File: src/rtl/vmac_pkg.sv
package vmac_pkg;

    typedef enum logic {
        MODE_CHANNEL = 1'b0,
        MODE_SPATIAL = 1'b1
    } mac_mode_e;

    localparam int VMAC_LANES = 8;
    localparam int VMAC_TAPS  = 3;
    localparam int VMAC_OPW   = 8;
    localparam int VMAC_ACCW  = 32;

    function automatic int step_bits(input int taps);
        return (taps > 1) ? $clog2(taps) : 1;
    endfunction

endpackage

File: src/rtl/vmac_opsel.sv
module vmac_opsel
    import vmac_pkg::*;
#(
    parameter int LANES = VMAC_LANES,
    parameter int TAPS  = VMAC_TAPS,
    parameter int OPW   = VMAC_OPW,
    localparam int WIN  = LANES + TAPS - 1,
    localparam int SW   = step_bits(TAPS)
) (
    input  mac_mode_e                   mode_i,
    input  logic [SW-1:0]               step_i,
    input  logic [WIN*OPW-1:0]          feat_i,
    input  logic [LANES*OPW-1:0]        wgt_i,
    output logic [LANES-1:0][OPW-1:0]   a_o,
    output logic [LANES-1:0][OPW-1:0]   b_o
);

    // Channel mode: lane-aligned pairs. Spatial mode: window shifted by the
    // step, weight tap broadcast; an unused step value gives zero operands.
    always_comb begin
        for (int j = 0; j < LANES; j++) begin
            a_o[j] = feat_i[j*OPW +: OPW];
            b_o[j] = wgt_i[j*OPW +: OPW];
            if (mode_i == MODE_SPATIAL) begin
                a_o[j] = '0;
                b_o[j] = '0;
                for (int k = 0; k < TAPS; k++) begin
                    if (step_i == SW'(k)) begin
                        a_o[j] = feat_i[(j+k)*OPW +: OPW];
                        b_o[j] = wgt_i[k*OPW +: OPW];
                    end
                end
            end
        end
    end

endmodule

File: src/rtl/vmac_mularray.sv
module vmac_mularray
    import vmac_pkg::*;
#(
    parameter int LANES = VMAC_LANES,
    parameter int OPW   = VMAC_OPW,
    localparam int PW   = 2 * OPW
) (
    input  logic [LANES-1:0][OPW-1:0] a_i,
    input  logic [LANES-1:0][OPW-1:0] b_i,
    output logic [LANES-1:0][PW-1:0]  prod_o
);

    for (genvar j = 0; j < LANES; j++) begin : g_lane
        assign prod_o[j] = $signed(a_i[j]) * $signed(b_i[j]);
    end

endmodule

File: src/rtl/vmac_reduce.sv
module vmac_reduce
    import vmac_pkg::*;
#(
    parameter int LANES = VMAC_LANES,
    parameter int PW    = 2 * VMAC_OPW,
    parameter int ACCW  = VMAC_ACCW
) (
    input  logic [LANES-1:0][PW-1:0] prod_i,
    output logic [ACCW-1:0]          sum_o
);

    always_comb begin
        sum_o = '0;
        for (int j = 0; j < LANES; j++) begin
            sum_o = sum_o + {{(ACCW-PW){prod_i[j][PW-1]}}, prod_i[j]};
        end
    end

endmodule

File: src/rtl/vmac_accbank.sv
module vmac_accbank
    import vmac_pkg::*;
#(
    parameter int LANES = VMAC_LANES,
    parameter int PW    = 2 * VMAC_OPW,
    parameter int ACCW  = VMAC_ACCW
) (
    input  logic                      clk,
    input  logic                      rst,
    input  mac_mode_e                 mode_i,
    input  logic                      clr_i,
    input  logic                      vld_i,
    input  logic [LANES-1:0][PW-1:0]  prod_i,
    input  logic [ACCW-1:0]           sum_i,
    output logic [LANES-1:0][ACCW-1:0] acc_o
);

    logic [LANES-1:0][ACCW-1:0] add_w;
    logic [LANES-1:0][ACCW-1:0] base_w;

    always_comb begin
        for (int j = 0; j < LANES; j++) begin
            if (mode_i == MODE_SPATIAL) begin
                add_w[j] = {{(ACCW-PW){prod_i[j][PW-1]}}, prod_i[j]};
            end else begin
                add_w[j] = (j == 0) ? sum_i : '0;
            end
            base_w[j] = clr_i ? '0 : acc_o[j];
        end
    end

    always_ff @(posedge clk) begin
        if (rst) begin
            acc_o <= '0;
        end else if (vld_i) begin
            for (int j = 0; j < LANES; j++) begin
                acc_o[j] <= base_w[j] + add_w[j];
            end
        end else if (clr_i) begin
            acc_o <= '0;
        end
    end

endmodule

File: src/rtl/vmac_top.sv
module vmac_top
    import vmac_pkg::*;
#(
    parameter int LANES = VMAC_LANES,
    parameter int TAPS  = VMAC_TAPS,
    parameter int OPW   = VMAC_OPW,
    parameter int ACCW  = VMAC_ACCW,
    localparam int WIN  = LANES + TAPS - 1,
    localparam int PW   = 2 * OPW,
    localparam int SW   = step_bits(TAPS)
) (
    input  logic                    clk,
    input  logic                    rst,
    input  logic                    mode_i,
    input  logic [SW-1:0]           step_i,
    input  logic                    clr_i,
    input  logic                    vld_i,
    input  logic                    done_i,
    input  logic [WIN*OPW-1:0]      feat_i,
    input  logic [LANES*OPW-1:0]    wgt_i,
    output logic [LANES*ACCW-1:0]   res_o,
    output logic                    res_vld_o
);

    mac_mode_e                   mode_w;
    logic [LANES-1:0][OPW-1:0]   a_w;
    logic [LANES-1:0][OPW-1:0]   b_w;
    logic [LANES-1:0][PW-1:0]    prod_w;
    logic [ACCW-1:0]             sum_w;
    logic [LANES-1:0][ACCW-1:0]  acc_w;

    assign mode_w = mac_mode_e'(mode_i);

    vmac_opsel #(.LANES(LANES), .TAPS(TAPS), .OPW(OPW)) u_opsel (
        .mode_i (mode_w),
        .step_i (step_i),
        .feat_i (feat_i),
        .wgt_i  (wgt_i),
        .a_o    (a_w),
        .b_o    (b_w)
    );

    vmac_mularray #(.LANES(LANES), .OPW(OPW)) u_mul (
        .a_i    (a_w),
        .b_i    (b_w),
        .prod_o (prod_w)
    );

    vmac_reduce #(.LANES(LANES), .PW(PW), .ACCW(ACCW)) u_red (
        .prod_i (prod_w),
        .sum_o  (sum_w)
    );

    vmac_accbank #(.LANES(LANES), .PW(PW), .ACCW(ACCW)) u_acc (
        .clk    (clk),
        .rst    (rst),
        .mode_i (mode_w),
        .clr_i  (clr_i),
        .vld_i  (vld_i),
        .prod_i (prod_w),
        .sum_i  (sum_w),
        .acc_o  (acc_w)
    );

    assign res_o = acc_w;

    always_ff @(posedge clk) begin
        if (rst) begin
            res_vld_o <= 1'b0;
        end else begin
            res_vld_o <= done_i;
        end
    end

endmodule

File: config.mk
export PLATFORM = sky130hd
export DESIGN_NAME = vmac_top
export DESIGN_NICKNAME = d
export VERILOG_FILES = /design/src/rtl/vmac_pkg.sv /design/src/rtl/vmac_opsel.sv /design/src/rtl/vmac_mularray.sv /design/src/rtl/vmac_reduce.sv /design/src/rtl/vmac_accbank.sv /design/src/rtl/vmac_top.sv
export SDC_FILE = /design/constraint.sdc
export NUM_CORES = 2
export LEC_CHECK = 0
export CORE_UTILIZATION = 61
export DETAILED_ROUTE_END_ITERATION = 8
export PLACE_DENSITY = 0.86
export SETUP_SLACK_MARGIN = 0.05
export SLEW_MARGIN = 25
export SYNTH_ARGS = -nofsm -noshare
export SYNTH_HDL_FRONTEND = slang
export SYNTH_SLANG_ARGS = --single-unit
export TNS_END_PERCENT = 10
File: constraint.sdc
create_clock -name clk -period 17.7 [get_ports clk]
set_input_delay 3.54 -clock clk [delete_from_list [all_inputs] [get_ports clk]]
set_output_delay 3.54 -clock clk [all_outputs]
set_load 0.05 [all_outputs]
==> impl_results.md <==
- Outcome: finished clean
- Die height: between 200 and 300 um
- DR vias: 43300
- Clock transition at path regs: ~0.06 ns
- Setup Buffers After CTS: 0
- Drt via density: between 6 and 7
- Global placer's final weighted congestion: just over 1
- Overflow left after global routing: 0
- Worst skew pair latency: a little under 0.6 ns
- Number of nets with antenna violations after detailed routing: 0
- Number of endpoints failing setup at the final stage: 0
- Fraction of layout cells with a size suffix above 1: 0.0290
- Area of the die: slightly below 80000 um^2
- Min Clock Period, post-route: ~17 ns
- Effective utilization at floorplan: 0.620
- Most frequent cells after synthesis: inv_1, nor2_1, fa_1
- Wire length of the first global-routing pass: roughly 230000 um
- TNS Setup: 0 ns
- Slowest stage cell, crit path: o211ai_1
- Number of optimization iterations in the first detailed-route pass: 8
- DRC viols: 0
- # resized after CTS: 0
- Unrepaired setup endpoints after global routing: false
- Routed wirelength normalized by instance count: around 21 um
- Initial DRC count: 3446
- Hold-fix buffers at CTS: 0
- Number of distinct library cell variants in the gate-level netlist after synthesis: between 80 and 90
- Number of input and output port buffers inserted: just over 400
- Core region area: 76500 um^2
- Netlist area before placement: approximately 47000 um^2
- Die X-Extent: 281 um
- Hold Violations, Final: 0
- Placed wire-length estimate after detailed placement: 120000 um
- Net Count, Synth: approximately 7000
- CTS tree: done
- Post-layout nets: 7293
- Leading cell types by total area after synthesis: fa_1, ha_1, dfxtp_1
- Layout filler cell count: 6136
- Max-capacitance violation count: 0
- Prevailing post-synth register cell: dfxtp_1
- Top cell family by delay on the critical path: adder cells
- Number of top-level pins: approximately 400
- Area share of the leading cell type in the synthesized netlist: 0.228
- Avg Synthesized Cell Area: a little over 8 um^2
- Global router's overall resource usage: 0.377
- Clock Path Buffers: 3
- Warning count from the yosys run: 0
- Number of synthesized flops with an enable pin: 0
- CP Max Fanout: 19
- Synth Instances: around 5800
- Crit path buffers/inverters: 6
- Sequential-to-total area share from yosys stat: 0.109
- Num Clock Sinks: roughly 260
- Worst slew slack as a fraction of its limit: 0.273
- Portion of the clock cycle consumed by the worst path in the final layout: 0.956
- CTS H-tree lvls: 1
- WP data required: around 18 ns
- Slew at the pin closest to its max-slew limit: around 1.1 ns
- Number of synthesized register bits: approximately 260
- Drt total wl: ~150000 um
- Number of buffers created by CTS: 29
- Worst Hold Class: flop to flop
- Cell Rows: 101
- Crit. End Element: flop
- Peak per-stage delay on the critical path: roughly 1.1 ns
- Initial antenna violation count: 1
- Number of antenna cells inserted: 0
- Share of async-settable or async-resettable flops after synthesis: 0
- Leading cell type by number of instances after synthesis: inv_1
- Crit path kind: input port to flop
- Max frequency: between 50 and 60 MHz
- Arrival time reported for the critical path endpoint: 17.38 ns
- Startpoint type of the worst setup path: input port
- Via count of the first global-routing pass: between 40000 and 50000
- Final count of pins violating max slew: 0
- Largest net degree at the start of global routing: between 100 and 150
- Dominant cell type by area after synthesis: fa_1
- Synthesis-to-finish area growth: 12.6%
- Most frequent cell on the critical path: fa_1
- Clock Skew: 0.0123 ns
- Root buffer selected by CTS: clkbuf_16
## cell families (layout without fill, tap and decap cells)
logic type | count (synthesis) | in the layout | share of synthesized area
and+or+nand+nor | 1779 | 1779 | 0.180
AOI/OAI and AO/OA | 1236 | 1236 | 0.176
adders and majority gates | 1055 | 1055 | 0.364
buffers and inverters | 948 | 1271 | 0.0751
xor gates and xnor gates | 358 | 358 | 0.0661
DFF | 257 | 257 | 0.109
muxes | 146 | 146 | 0.0309
## final timing paths
kind / startpoint / endpoint / slack, ns / depth (start not counted)
max: step_i[0] / u_acc.acc_o[30] / 0.78 / 43
max reg2reg: u_acc.acc_o[225] / u_acc.acc_o[255] / 13.84 / 12
min: u_acc.acc_o[181] / u_acc.acc_o[181] / 0.60 / 3
min reg2reg: u_acc.acc_o[181] / u_acc.acc_o[181] / 0.60 / 3
## stage by stage
stage / cell area [um^2] / std cells / hold slack [ns] / utilization / setup WS [ns]
2_1_floorplan: 47400 / 5779 / 0.757 / - / 2.59
3_3_place_gp: 52500 / 7085 / 0.576 / 0.687 / 0.772
3_5_place_dp: 52500 / 7085 / 0.592 / 0.687 / 0.715
4_1_cts: 53400 / 7132 / 0.606 / 0.698 / 1.22
5_1_grt: 53400 / 7132 / 0.637 / 0.698 / 0.231
6_report: 53400 / 7132 / 0.601 / 0.698 / 0.784
## worst reg2reg max path: stages (launching register included)
cell	delay, ns
dfxtp_1	0.38
nor2b_1	0.26
ha_1	0.29
a211oi_1	0.40
o21ai_0	0.25
nand3_1	0.23
a31oi_1	0.18
o41ai_2	0.36
o21ai_1	0.15
or4b_1	0.55
and3_1	0.20
nor3_2	0.16
mux2_1	0.33
## placed cells by master (no fill, tap or decap), drive strengths merged, types with 75 or more instances in the layout
cell	n
xor2	82
xnor2	276
and2	108
ha	516
nand2	317
nor2	689
a21oi	343
a21o	145
dfxtp	257
o21ai	186
o21bai	75
inv	773
nand3	79
nor2b	289
clkdlybuf4s50	404
fa	539
nor3	76
mux2i	142
a22o	90
## flip-flops by register name, indices dropped and copies added (netlist names)
name,cells
u_acc.acc_o,256
res_vld_o,1
## cell type report
type | instances | area (um^2) | share of cell area
clock buffers | 45 | 856 | 0.0160
flip-flops and latches | 257 | 5140 | 0.0964
clock inverters | 2 | 10.0 | 0.000187
inverters | 775 | 2910 | 0.0546
multi-input cells | 4574 | 38800 | 0.726
well taps | 1030 | 1290 | 0.0241
repair buffers | 449 | 4420 | 0.0828
## layer usage
metal	vias to the layer above	wire [um]	global-route usage
met2	1877	68200	0.623
met1	20900	55800	0.453
met4	2	12300	0.259
met3	561	11500	0.0568
li1	19900	-	-
met5	-	13	0
Power is left out: the tool's default activity adds up to more than one toggle a clock period on the data nets, which glitch-free logic cannot reach.
